$ cat config.mk
export PLATFORM = sky130hd
export DESIGN_NAME = phase_wheel
export DESIGN_NICKNAME = d
export VERILOG_FILES = /design/src/rtl/phase_wheel_pkg.sv /design/src/rtl/phase_step_ctrl.sv /design/src/rtl/phase_ring.sv /design/src/rtl/phase_wheel.sv
export SDC_FILE = /design/constraint.sdc
export NUM_CORES = 1
export LEC_CHECK = 0
export CORE_MARGIN = 1
export CORE_UTILIZATION = 38
export CTS_CLUSTER_DIAMETER = 50
export CTS_CLUSTER_SIZE = 16
export DETAILED_ROUTE_END_ITERATION = 8
export PLACE_DENSITY = 0.69
export SETUP_SLACK_MARGIN = 0.02
export SLEW_MARGIN = 10
export SYNTH_ARGS = -nofsm -noshare
export SYNTH_HDL_FRONTEND = slang
export SYNTH_SLANG_ARGS = --single-unit
$ cat constraint.sdc
create_clock -name clk -period 1.6 [get_ports clk]
set_clock_uncertainty 0.1 [all_clocks]
set_input_delay 0.32 -clock clk [delete_from_list [all_inputs] [get_ports clk]]
set_output_delay 0.32 -clock clk [all_outputs]
set_load 0.05 [all_outputs]
$ cat src/rtl/phase_wheel_pkg.sv
package phase_wheel_pkg;

  // Action chosen for the next clock edge.
  typedef enum logic [1:0] {
    ACT_STAY = 2'd0,  // keep the current phase
    ACT_STEP = 2'd1,  // move to the next phase
    ACT_WRAP = 2'd2,  // last phase back to the first
    ACT_JUMP = 2'd3   // go to the last phase at once
  } wheel_act_e;

endpackage

$ cat src/rtl/phase_step_ctrl.sv
module phase_step_ctrl
  import phase_wheel_pkg::*;
(
  input  logic       tick,
  input  logic       hold_req,
  input  logic       jump_end,
  input  logic       at_last,
  output wheel_act_e act
);

  // Priority: jump, then idle, then hold-on-last, then wrap or step.
  always_comb begin
    if (jump_end)
      act = ACT_JUMP;
    else if (!tick)
      act = ACT_STAY;
    else if (at_last)
      act = hold_req ? ACT_STAY : ACT_WRAP;
    else
      act = ACT_STEP;
  end

endmodule

$ cat src/rtl/phase_ring.sv
module phase_ring
  import phase_wheel_pkg::*;
#(
  parameter int PHASES = 12
) (
  input  logic              clk,
  input  logic              rst_n,
  input  wheel_act_e        act,
  output logic [PHASES-1:0] ring_q
);

  localparam int LAST = PHASES - 1;

  logic [PHASES-1:0] ring_d;

  // Next-value logic, one slice per phase bit.
  for (genvar i = 0; i < PHASES; i++) begin : g_bit
    always_comb begin
      unique case (act)
        ACT_STEP: ring_d[i] = (i == 0) ? 1'b0 : ring_q[(i == 0) ? 0 : i-1];
        ACT_WRAP: ring_d[i] = (i == 0);
        ACT_JUMP: ring_d[i] = (i == LAST);
        default:  ring_d[i] = ring_q[i];
      endcase
    end

    always_ff @(posedge clk or negedge rst_n) begin
      if (!rst_n) ring_q[i] <= (i == LAST);
      else        ring_q[i] <= ring_d[i];
    end
  end

endmodule

$ cat src/rtl/phase_wheel.sv
module phase_wheel
  import phase_wheel_pkg::*;
#(
  parameter int PHASES = 12
) (
  input  logic              clk,
  input  logic              rst_n,
  input  logic              tick,
  input  logic              hold_req,
  input  logic              jump_end,
  output logic [PHASES-1:0] phase_vec,
  output logic              cycle_end
);

  localparam int LAST = PHASES - 1;

  wheel_act_e act;
  logic       at_last;

  assign at_last = phase_vec[LAST];

  phase_step_ctrl i_ctrl (
    .tick     (tick),
    .hold_req (hold_req),
    .jump_end (jump_end),
    .at_last  (at_last),
    .act      (act)
  );

  phase_ring #(.PHASES(PHASES)) i_ring (
    .clk    (clk),
    .rst_n  (rst_n),
    .act    (act),
    .ring_q (phase_vec)
  );

  assign cycle_end = at_last;

endmodule

Yosys cells after proc, flatten, opt, wreduce, memory -nomap -nowiden
Cells that the tools add are included.
Widths: inputs -> output; s select.

storage, ports and cells
  register bits after elaboration = 12
  bits in latches = 0
  RAM bits = 0
  ROM bits = 0
  input port bits = 5
  output and inout bits = 13
  word-level logic and storage cells = 36
  memories = 0

operators by class
  $add $sub $neg = 0
  multiply operators = 0
  div/mod/pow operators = 0
  order comparisons = 0
  equal/unequal tests = 3
  shifts and indexed selects = 0
  mux-type cells = 16
  bitwise logic cells = 0
  reduce and logical (&&, ||, !) cells = 5

operators by type and width
  cell                count
  $pmux 1 s2          11
  $mux 2              4
  $eq 2x2->1 const B  2
  $reduce_bool 2->1   2
  $reduce_or 2->1     2
  $pmux 1 s3          1
  $reduce_bool 3->1   1
  $eq 2x1->1 const B  1

Logic depth before layout (Yosys ltp)
  depth in word-level cells = 7
  gate-level depth with buffers = 3
  gate-level depth less buffers = 2

Cells and area by module
A second synthesis with hierarchy kept.

second synthesis, totals
  cells, all modules = 45
  area total of the unflattened synthesis = 529.3 um^2

by module, submodules not included
  module           times used  cells each  area each (um^2)
  phase_ring       1           40          499.2
  phase_step_ctrl  1           4           22.5
  phase_wheel      1           1           7.5

Worst setup path before layout
Ideal clock, no wire load.

  kind = register to output
  start point = register i_ring.ring_q[11]
  end point = output phase_vec[11]
  arrival time = 0.988 ns
  slack = 0.192 ns
  cell stages (with the launch flop) = 2
  buffers on the path = 1
  cell sequence = dfstp_2 -> buf_4

RTL lines
  item                              line               source
  start: declaration                phase_ring.sv:9    output logic [PHASES-1:0] ring_q
  start signal: indexed assignment  phase_ring.sv:28   if (!rst_n) ring_q[i] <= (i == LAST);
  start signal: indexed assignment  phase_ring.sv:29   else ring_q[i] <= ring_d[i];
  end: declaration                  phase_wheel.sv:11  output logic [PHASES-1:0] phase_vec,

No word-level cell between the ends.

Worst setup path after layout
  start point = register i_ring.ring_q[11]
  end point = output phase_vec[11]

No word-level cell between the ends.

==> results by group <==
Run status
  • Status: finished clean

Placed design
  • Post-place setup slack: 0.0217 ns
  • Placed insts: 74
  • Detailed Place HPWL: 741 um
  • Routability cong.: 0.734
  • PortBufs: 17

Floorplan
  • Die Span Y: 39.2 um
  • Site row count: 13
  • Core area: 1300 um2
  • Initial Util: 0.404
  • Die area: 1540 um2
  • Top Ports: 18
  • Die width: 39.2 um

CTS
  • Number of buffers created by CTS: 3
  • H-tree depth: 1
  • Clock slew seen by the registers of the worst setup and hold paths: 0.09 ns
  • Sink count of the clock tree: 12
  • CTS tree: yes
  • Clock root buffer: clkbuf_4
  • Clk_lat worst skew: 0.28 ns
  • Clock Path Buffers: 2

Global routing
  • GRT Total Usage: 0.167
  • Antenna violations before repair: 0
  • First-pass GRT wire length: 1570 um
  • Largest net degree at the start of global routing: 14
  • Global route overflow: 0
  • Vias in the first global route: 354

STA
  • Finish-stage setup viols: 0
  • Slew Limit Fails: 0
  • Setup TNS: 0 ns
  • Fin crit share: 0.933
  • Slew HR: 0.755
  • Final Hold Fails: 0
  • Setup ws final: 0.108 ns
  • Unrepaired setup endpoints after global routing: false
  • Fmax: 670 MHz
  • Slew @ Worst Pin: 0.366 ns
  • Smallest hold slack: 0.224 ns
  • Min cycle time layout: 1.49 ns

Yosys
  • Seq/Total Area, Yosys: 0.574
  • Post-synth cell types: 14
  • Syn_area_per_cell: 12.2 um2
  • Net Count, Synth: 48
  • Synth Instances: 43
  • Synth warn: 0
  • Yosys reg bits: 12
  • Synth Cell Area: 526 um2

Layout
  • Commonest cells after routing, fill and taps aside: 13 x buf_12, 11 x nand2b_1, 11 x dfrtp_1
  • ANT cells: 0
  • Nets: 70
  • Area delta synth->final: 67.4%
  • Biggest register: i_ring.ring_q
  • Most common cell after layout, fill and taps aside: buf_12
  • Top Registers: i_ring.ring_q (12)
  • Layout cell share with drive strength beyond 1: 0.359
  • Layout fillers: 95
  • Multi-input gate area: 189 um2
  • Max reg flops: 12
  • Storage cell area: 302 um2
  • Finished Layout Cells: 79

Worst setup path
  • Setup CP Type: reg2out
  • WP data required: 1.18 ns
  • CP max FO: 2
  • CP startpoint kind: flip-flop
  • CP Capture Type: primary output
  • Crit path DAT: 1.07 ns

Power
  • Pwr/cell area: 747 nW/um2
  • Peak VDD IR: 0.377 mV
  • Leak: 0.380 nW

Detailed routing
  • WL final: 1070 um
  • Post-DR vias/cell: 5.32
  • Drt drc: 0
  • Antenna Nets Post-Route: 0
  • Drt first-iter violations: 6
  • DR pass1 iterations: 5
  • WL/cell: 13.5 um
  • Via count: 420

Run
  • Max-Cap Viols: 0

Hold path
  • Worst Hold Class: in2async
[kinds of logic (layout without fill, tap and decap cells)]
group / Yosys count / in the layout / share of synthesized area
AO/OA/AOI/OAI: 13 / 13 / 0.212
flip-flops: 12 / 12 / 0.574
AND/OR/NAND/NOR: 12 / 12 / 0.148
buffers and inverters: 6 / 27 / 0.0667
[area by class of cell]
| cell class | count | share of cell area |
|---|---|---|
| clock buffers | 4 | 0.0413 |
| inverters | 3 | 0.0128 |
| repair buffers | 20 | 0.367 |
| flip-flops and latches | 12 | 0.343 |
| well taps | 15 | 0.0213 |
| multi-input cells | 25 | 0.215 |
[synthesized netlist by cell type (all sizes together)]
cell,n,area share
a211o,1,0.017
nand2b,11,0.13
a21boi,1,0.036
dfrtp,11,0.52
buf,3,0.045
o22ai,8,0.095
and3b,1,0.017
dfstp,1,0.050
a221oi,1,0.017
inv,3,0.021
o32ai,2,0.048
[per-stage QoR]
stage	utilization	power, mW	cell area, um2
final	0.676	0.657	880
after global placement	0.642	0.413	836
after CTS	0.676	0.661	880
after global routing	0.676	0.680	880
after detailed placement	0.642	0.414	836
after floorplan	-	0.367	526
[worst paths after layout]
path | startpoint | to | slack, ns | cells past startpoint
min in group clk | i_ring.ring_q[9] | i_ring.ring_q[10] | 0.52 | 2
setup reg to reg | i_ring.ring_q[11] | i_ring.ring_q[10] | 0.22 | 3
max in group asynchronous | rst_n | i_ring.ring_q[11] | 0.93 | 2
setup / recovery | i_ring.ring_q[11] | phase_vec[11] | 0.11 | 2
hold reg to reg | i_ring.ring_q[9] | i_ring.ring_q[10] | 0.52 | 2
hold / removal | rst_n | i_ring.ring_q[10] | 0.22 | 2
[where the power goes]
| part | total [mW] | internal (mW) | switching, mW | leakage (nW) |
|---|---|---|---|---|
| logic | 0.0984 | 0.0471 | 0.0513 | 0.195 |
| clock network | 0.247 | 0.139 | 0.108 | 0.0210 |
| registers | 0.311 | 0.308 | 0.00316 | 0.164 |
[worst max-delay path, cell delays in order, from the launching register on]
cell     delay (ns)
dfstp_2        0.54
buf_4          0.13
buf_12         0.13
[layer usage]
layer | track usage | routed length (um)
met1 | 0.204 | 465
met2 | 0.242 | 519
met3 | 0.0694 | 55
met4 | 0.103 | 26
met5 | 0 | 0
[timing repair]
| item | in CTS | in global routing |
|---|---|---|
| gates resized for setup | 0 | 0 |
| setup endpoints to repair | 2 | 0 |
| setup buffers | 1 | 0 |
| hold buffers | 0 | 0 |
(Power assumes the default switching activity.)
